==> src/rtl/lcd_contrast_pwm_pkg.sv <==
package lcd_contrast_pwm_pkg;

  // Strobes from the control side to the datapath
  typedef struct packed {
    logic run;     // PWM enabled
    logic step;    // prescaled tick: advance the period counter
    logic invert;  // active-low output
  } pwm_strobe_t;

  localparam logic ADDR_DUTY = 1'b0;
  localparam logic ADDR_CTRL = 1'b1;

endpackage

==> src/rtl/lcd_contrast_pwm_ctl.sv <==
module lcd_contrast_pwm_ctl
  import lcd_contrast_pwm_pkg::*;
#(
  parameter int DUTY_W = 8,
  parameter int SEL_W = 2,
  parameter logic [DUTY_W-1:0] RESET_DUTY = 8'hC8,
  parameter logic [SEL_W-1:0] RESET_SEL = 2'd3,
  parameter logic RESET_INV = 1'b0,
  parameter logic RESET_EN = 1'b1
) (
  input  logic clk,
  input  logic rstN,
  input  logic regWrEn,
  input  logic regAddr,
  input  logic [DUTY_W-1:0] regWrData,
  output logic [DUTY_W-1:0] regRdData,
  output logic [DUTY_W-1:0] dutyShadow,
  output pwm_strobe_t stb
);

  localparam int MAX_SHIFT = (1 << SEL_W) - 1;
  localparam int DIV_W = (MAX_SHIFT < 1) ? 1 : MAX_SHIFT;
  localparam int INV_BIT = SEL_W;
  localparam int EN_BIT = SEL_W + 1;

  logic [SEL_W-1:0] selQ;
  logic invQ;
  logic enQ;
  logic [DUTY_W-1:0] dutyQ;
  logic [DIV_W-1:0] divCnt;
  logic [DIV_W-1:0] divLimit;
  logic wrDuty;
  logic wrCtrl;
  logic tick;

  assign wrDuty = regWrEn && (regAddr == ADDR_DUTY);
  assign wrCtrl = regWrEn && (regAddr == ADDR_CTRL);

  // Register file
  always_ff @(posedge clk) begin
    if (!rstN) begin
      dutyQ <= RESET_DUTY;
      selQ <= RESET_SEL;
      invQ <= RESET_INV;
      enQ <= RESET_EN;
    end else begin
      if (wrDuty) dutyQ <= regWrData;
      if (wrCtrl) begin
        selQ <= regWrData[SEL_W-1:0];
        invQ <= regWrData[INV_BIT];
        enQ <= regWrData[EN_BIT];
      end
    end
  end

  always_comb begin
    regRdData = '0;
    if (regAddr == ADDR_DUTY) begin
      regRdData = dutyQ;
    end else begin
      regRdData[SEL_W-1:0] = selQ;
      regRdData[INV_BIT] = invQ;
      regRdData[EN_BIT] = enQ;
    end
  end

  // Terminal count of the prescaler: divisor-1 is 'selQ' ones
  always_comb begin
    for (int i = 0; i < DIV_W; i++) begin
      divLimit[i] = (i < int'(selQ));
    end
  end

  // >= so that a smaller divisor chosen mid-count recovers at once
  assign tick = enQ && (divCnt >= divLimit);

  always_ff @(posedge clk) begin
    if (!rstN) begin
      divCnt <= '0;
    end else if (!enQ || tick) begin
      divCnt <= '0;
    end else begin
      divCnt <= divCnt + 1'b1;
    end
  end

  assign dutyShadow = dutyQ;
  assign stb.run = enQ;
  assign stb.step = tick;
  assign stb.invert = invQ;

endmodule

==> src/rtl/lcd_contrast_pwm_dp.sv <==
module lcd_contrast_pwm_dp
  import lcd_contrast_pwm_pkg::*;
#(
  parameter int DUTY_W = 8,
  parameter logic [DUTY_W-1:0] RESET_DUTY = 8'hC8,
  parameter logic RESET_INV = 1'b0
) (
  input  logic clk,
  input  logic rstN,
  input  pwm_strobe_t stb,
  input  logic [DUTY_W-1:0] dutyShadow,
  output logic [DUTY_W-1:0] pwmCount,
  output logic [DUTY_W-1:0] dutyLive,
  output logic pwmOut
);

  localparam logic [DUTY_W-1:0] CNT_MAX = '1;

  logic [DUTY_W-1:0] cntQ;
  logic [DUTY_W-1:0] liveQ;
  logic outQ;
  logic atWrap;
  logic activePhase;

  assign atWrap = stb.step && (cntQ == CNT_MAX);
  assign activePhase = cntQ < liveQ;

  always_ff @(posedge clk) begin
    if (!rstN) begin
      cntQ <= '0;
    end else if (!stb.run) begin
      cntQ <= '0;
    end else if (stb.step) begin
      cntQ <= cntQ + 1'b1;
    end
  end

  // Compare value follows the shadow only at a period boundary or when idle
  always_ff @(posedge clk) begin
    if (!rstN) begin
      liveQ <= RESET_DUTY;
    end else if (!stb.run || atWrap) begin
      liveQ <= dutyShadow;
    end
  end

  always_ff @(posedge clk) begin
    if (!rstN) begin
      outQ <= RESET_INV;
    end else if (!stb.run) begin
      outQ <= stb.invert;
    end else begin
      outQ <= activePhase ^ stb.invert;
    end
  end

  assign pwmCount = cntQ;
  assign dutyLive = liveQ;
  assign pwmOut = outQ;

endmodule

==> src/rtl/lcd_contrast_pwm.sv <==
module lcd_contrast_pwm
  import lcd_contrast_pwm_pkg::*;
#(
  parameter int DUTY_W = 8,
  parameter int SEL_W = 2,
  parameter logic [DUTY_W-1:0] RESET_DUTY = 8'hC8,
  parameter logic [SEL_W-1:0] RESET_SEL = 2'd3,
  parameter logic RESET_INV = 1'b0,
  parameter logic RESET_EN = 1'b1
) (
  input  logic clk,
  input  logic rstN,
  input  logic regWrEn,
  input  logic regAddr,
  input  logic [DUTY_W-1:0] regWrData,
  output logic [DUTY_W-1:0] regRdData,
  output logic pwmOut
);

  pwm_strobe_t stb;
  logic [DUTY_W-1:0] dutyShadow;
  logic [DUTY_W-1:0] pwmCount;
  logic [DUTY_W-1:0] dutyLive;
  logic stbRun;
  logic stbStep;
  logic stbInvert;

  lcd_contrast_pwm_ctl #(
    .DUTY_W(DUTY_W), .SEL_W(SEL_W), .RESET_DUTY(RESET_DUTY),
    .RESET_SEL(RESET_SEL), .RESET_INV(RESET_INV), .RESET_EN(RESET_EN)
  ) u_ctl (
    .clk(clk), .rstN(rstN), .regWrEn(regWrEn), .regAddr(regAddr),
    .regWrData(regWrData), .regRdData(regRdData),
    .dutyShadow(dutyShadow), .stb(stb)
  );

  lcd_contrast_pwm_dp #(
    .DUTY_W(DUTY_W), .RESET_DUTY(RESET_DUTY), .RESET_INV(RESET_INV)
  ) u_dp (
    .clk(clk), .rstN(rstN), .stb(stb), .dutyShadow(dutyShadow),
    .pwmCount(pwmCount), .dutyLive(dutyLive), .pwmOut(pwmOut)
  );

  assign stbRun = stb.run;
  assign stbStep = stb.step;
  assign stbInvert = stb.invert;

endmodule

==> config.mk <==
export PLATFORM = sky130hd
export DESIGN_NAME = lcd_contrast_pwm
export DESIGN_NICKNAME = d
export VERILOG_FILES = /design/src/rtl/lcd_contrast_pwm_pkg.sv /design/src/rtl/lcd_contrast_pwm_ctl.sv /design/src/rtl/lcd_contrast_pwm_dp.sv /design/src/rtl/lcd_contrast_pwm.sv
export SDC_FILE = /design/constraint.sdc
export NUM_CORES = 1
export LEC_CHECK = 0
export BUFFER_PORTS_ARGS = -buffer_cell sky130_fd_sc_hd__buf_2
export CORE_UTILIZATION = 30
export DETAILED_ROUTE_END_ITERATION = 8
export GPL_TIMING_DRIVEN = 0
export HOLD_SLACK_MARGIN = 0.03
export PLACE_DENSITY_LB_ADDON = 0.25
export SLEW_MARGIN = 15
export SYNTH_ARGS = -nofsm -noshare
export SYNTH_HDL_FRONTEND = slang
export SYNTH_SLANG_ARGS = --single-unit
export TNS_END_PERCENT = 20
==> constraint.sdc <==
create_clock -name clk -period 2 [get_ports clk]
set_input_delay 0.2 -clock clk [delete_from_list [all_inputs] [get_ports clk]]
set_output_delay 0.2 -clock clk [all_outputs]
set_load 0.1 [all_outputs]
# --- Word-level counts from Yosys, hierarchy flattened ---
# Cells that the tools add are included.
# W data, S select, Z words.
totals:
  reg_bits: 32
  output_inout_bits: 9
classes:
  addsub: 2
  magnitude_cmp: 5
  n_eq_ne: 1
  n_mux: 3
  bitwise: 3
  reduce_logical: 9
op_table:
  columns: ["op", "n"]
  rows:
  - ["$add A8 B1 Y8 const B", 1]
  - ["$eq A8 B8 Y1 const B", 1]
  - ["$lt A8 B8 Y1", 1]
  - ["$mux W4", 2]
  - ["$logic_and A1 B1 Y1", 4]
  - ["$lt A1 B2 Y1 const A", 2]
  - ["$add A3 B1 Y3 const B", 1]
  - ["$ge A3 B3 Y1", 1]
  - ["$logic_or A1 B1 Y1", 2]
  - ["$lt A2 B2 Y1 const A", 1]
  - ["$not A1 Y1", 2]
  - ["$reduce_and A2 Y1", 1]
  - ["$reduce_or A2 Y1", 1]
  - ["$logic_not A1 Y1", 1]
  - ["$mux W1", 1]
  - ["$xor A1 B1 Y1", 1]

# --- Longest topological paths before layout ---
logic_depth:
  depth_word: 5
  mapped_depth: 7
  mapped_depth_nobuf: 6

# --- Hierarchy ---
# Synthesis repeated with hierarchy kept, for this count alone.
unflattened:
  hier_cells: 186
  hier_area_um2: 1640.3
modules_own_cells:
  columns: ["mod", "n_inst", "cells_per_inst", "area_each_um2", "seq_area_each_um2"]
  rows:
  - ["lcd_contrast_pwm_dp", 1, 98, 889.6, 340.3]
  - ["lcd_contrast_pwm_ctl", 1, 88, 750.7, 300.3]

# --- Worst setup path after synthesis ---
# Ideal clock, no wire load.
synth_timing:
  path_type: "input-to-output"
  start: "input port regAddr"
  end: "output port regRdData[4]"
  arrival_time_ns: 1.744
  t_required_ns: 1.800
  setup_slack_ns: 0.056
  path_stages: 2
  path_buffers: 1
  cell_sequence: "clkbuf_1 > nor2b_1"
synth_via:
  elab_chain_len: 1
synth_lines:
  columns: ["element", "line_no", "rtl"]
  rows:
  - ["start: declaration", "lcd_contrast_pwm.sv:14", "input logic regAddr,"]
  - ["$mux W4", "lcd_contrast_pwm_ctl.sv:58", "if (regAddr == ADDR_DUTY) begin"]
  - ["end: declaration", "lcd_contrast_pwm.sv:16", "output logic [DUTY_W-1:0] regRdData,"]
# Every way passes these cells.

# --- Worst setup path in the final report ---
layout_timing:
  start: "register u_ctl.selQ[0]"
  end: "register u_dp.cntQ[5] (netlist: u_dp.pwmCount[5])"
layout_via:
  elab_chain_len: 3
  word_cells_on_any_way: 5
  cone_classes: "order compare: 4; reduce/logical: 1"
layout_lines:
  columns: ["element", "line_no", "rtl"]
  rows:
  - ["start: declaration", "lcd_contrast_pwm_ctl.sv:26", "logic [SEL_W-1:0] selQ;"]
  - ["start signal: assignment", "lcd_contrast_pwm_ctl.sv:49", "selQ <= regWrData[SEL_W-1:0];"]
  - ["$lt A1 B2 Y1 / $lt A2 B2 Y1 (equally long branches)", "lcd_contrast_pwm_ctl.sv:70", "divLimit[i] = (i < int'(selQ));"]
  - ["$ge A3 B3 Y1 (*)", "lcd_contrast_pwm_ctl.sv:75", "assign tick = enQ && (divCnt >= divLimit);"]
  - ["$logic_and A1 B1 Y1 (*)", "lcd_contrast_pwm_ctl.sv:75", null]
  - ["end signal: assignment", "lcd_contrast_pwm_dp.sv:34", "cntQ <= cntQ + 1'b1;"]
  - ["end: declaration", "lcd_contrast_pwm_dp.sv:19", "logic [DUTY_W-1:0] cntQ;"]
# Mark *: on every way between the ends. The rest lies on a longest branch, timed or not.
# A chain may end at the register's enable or synchronous reset.

==> reports/results.tsv <==
metric	value	unit
CP bufs+invs	1	
post-route ant nets	0	
share of the synthesized area in the top cell type	39.4	%
unique cell type count in the Yosys netlist	33	
I/O pins	21	
DR WL met2	1.41	mm
CTS tree	built	
Cells after Synth	191	
largest net degree at the start of global routing	11	
GRT overflow	0	
CP Launch Type	flip-flop	
worst stage delay on the critical path	360	ps
Worst-path clk slew	70	ps
Final min period	1920	ps
Pwr per Cell Area	756	mW/mm^2
Post-Syn Nets	215	
Post-synth EDFFs	0	
Synth area leader	dfxtp_1	
vias per cell	4.53	
maximum fanout along the worst path	10	
I/O Buffers	20	
Worst Hold Class	primary input to flip-flop	
# DRC	0	
vias in the first global route	1275	
CP required	2210	ps
Initial Utilization	31.5	%
Final Max Tran Viols	0	
RSZ-0062 raised after global routing	no	
DP HPWL	2.40	mm
status	completed	
DR iter-0 viols	68	
Worst Max-Slew Pin Slew	554	ps
crit path cell chain	or2_2 -> ha_4 -> nor2b_4 -> o21a_4 -> clkbuf_2 -> or3_1 -> a21oi_1	
hold buffers post-CTS	0	
# rows	26	
setup ws final	78.0	ps
CTS sink count	32	
ANT cells	0	
Crit Path Category	flip-flop to flip-flop	
combinational family with the most area after synthesis	simple AND/OR/NAND/NOR gates	
drt total wl	3.20	mm
clk_lat worst skew	290	ps
Synth Area in Compound Gates	11.3	%
Hold Path Origin	regWrData[7]	
Final nets	244	
core area	0.00517	sq mm
yosys warns	0	
die area	0.00572	sq mm
setup violators final	0	
Final Cycle Share	96.1	%
M1 wire length	1.58	mm
leakage power total	0.828	nW
Worst setup EP type	flip-flop	
Longest Clk Path Bufs	2	
WL/cell	11.0	um
GP Congestion	0.741	
total chip power	1.47	mW
Reg2Reg Setup Slack	80	ps
Post-Place Setup Slack	-68.0	ps
met3 WL post-DR	166	um
number of buffers created by CTS	5	
ys async rst share	0	%
Mapped Area	0.00163	sq mm
Die Y	75.7	um
Post-synth top flop	dfxtp_1	
Synth Area in Adders	9.22	%
post-synthesis simple-gate area fraction	25.4	%
# Max-Cap Violations	0	
crit path max-delay cell type	or3_1	
Seq cells post-synth	32	
Worst R2R Start	u_ctl.selQ[0]	
CP arrival	2130	ps
Critical path origin	u_ctl.selQ[0]	
Die Wd	75.7	um
Avg Inst Size Synth	8.52	sq um
first-pass GRT wire length	5.75	mm
FMAX	0.520	GHz
clock root buffer	clkbuf_8	
final core utilization	37.7	%
Top Layer Used	met4	
Slew HR	62.7	%
post-synthesis mux area share	8.30	%
Worst Clk Skew	7.39	ps
initial antenna violation count	0	
Area contributors post-synth	dfxtp_1 (39%), ha_1 (9.2%), nand2_1 (9.0%), mux2i_1 (5.5%), nor2b_1 (4.2%)	
GR Util All Layers	13.6	%
maximum vdd drop	394	uV
register area share after synthesis	39.4	%
routed via count	1317	
proportion of layout cells with a drive suffix above 1	19.5	%
htree depth	2	
Post-Synth XOR/XNOR Area	1.08	%
CP delay by family, top	simple AND/OR/NAND/NOR gates	
drt first pass iters	4	
layout overhead on the synthesized area	19.7	%
Fin. Hold Viols	0	
timing repair:
action	in CTS	in global routing
endpoints found under the setup margin	11	14
pin swaps	0	1
resized for setup	5	2
buffers inserted	2	0
per-stage QoR:
stage / std cells / area, sq um / setup TNS [ps] / hold slack, ps
floorplan: 191 / 1630 / 0 / 324
global placement: 281 / 1820 / -523 / 421
detailed placement: 281 / 1820 / -621 / 419
CTS: 291 / 1950 / 0 / 118
global route: 291 / 1950 / 0 / 151
finish: 291 / 1950 / 0 / 123
cell usage in the layout, fill, tap and decap left out, types with 2 or more instances in the layout:
cell / count
buf_4: 2
nor2_1: 2
a21oi_1: 7
mux2_2: 4
nand2_1: 39
ha_1: 11
o211ai_1: 2
inv_1: 12
or3_2: 2
xnor2_1: 2
a21boi_0: 6
buf_2: 20
mux2i_1: 9
dfxtp_1: 30
o2111ai_1: 2
o21ai_0: 6
dfxtp_2: 2
nand3_1: 13
clkbuf_8: 6
or3_1: 5
clkbuf_1: 8
nor2b_1: 11
nor3_1: 2
power breakdown:
| part | switching [mW] | internal (mW) | total (mW) |
|---|---|---|---|
| sequential | 0.0206 | 0.665 | 0.686 |
| clock | 0.239 | 0.279 | 0.518 |
| combinational | 0.183 | 0.0862 | 0.269 |
| total | 0.443 | 1.03 | 1.47 |
worst min-delay path, stage by stage:
cell     delay (ps)
buf_2            80
nand2_1          40
nand3_1          70
logic make-up after synthesis:
group           count (synthesis)
fa+ha+maj                      12
mux                            13
simple gates                   83
xor+xnor                        2
compound gates                 28
flops                          32
buf+inv                        21
final cells by class:
cell class / instances / area (sq um)
clock inverters: 1 / 7.51
multi-input cells: 138 / 921
plain buffers: 9 / 42.5
well taps: 70 / 87.6
fillers: 546 / 3220
inverters: 12 / 45.0
clock buffers: 7 / 86.3
flip-flops and latches: 32 / 643
repair buffers: 22 / 115
per-layer routing:
layer / vias up / track usage (%)
met5: - / 0
met2: 29 / 22.0
met3: 4 / 5.42
met1: 572 / 16.9
met4: 0 / 3.70
li1: 712 / -
Yosys cell counts, types with 2 or more instances:
master	n
o21a_1	2
dfxtp_1	32
o211ai_1	2
xnor2_1	2
mux2_2	4
nor2b_1	11
nand2_1	39
o2111ai_1	2
clkbuf_1	8
a21oi_1	7
nor3_1	2
mux2i_1	9
or3_2	2
inv_1	12
nor2_1	2
ha_1	12
nand3_1	13
a21boi_0	6
or3_1	5
o21ai_0	6
path summary, 6_finish.rpt:
check / endpoint / cells after the start
worst max register to register: u_dp.pwmCount[5] / 7
worst min-delay path: u_ctl.dutyShadow[7] / 3
worst max-delay path: u_dp.pwmCount[5] / 7
worst min register to register: u_dp.dutyLive[4] / 2
sequential cells by signal, indices dropped and copies added (netlist names):
signal            cells
u_ctl.enQ             1
u_dp.pwmCount         8
u_dp.dutyLive         8
u_ctl.dutyShadow      8
u_dp.pwmOut           1
u_ctl.divCnt          3
u_ctl.invQ            1
u_ctl.selQ            2
(Power assumes the default switching activity.)
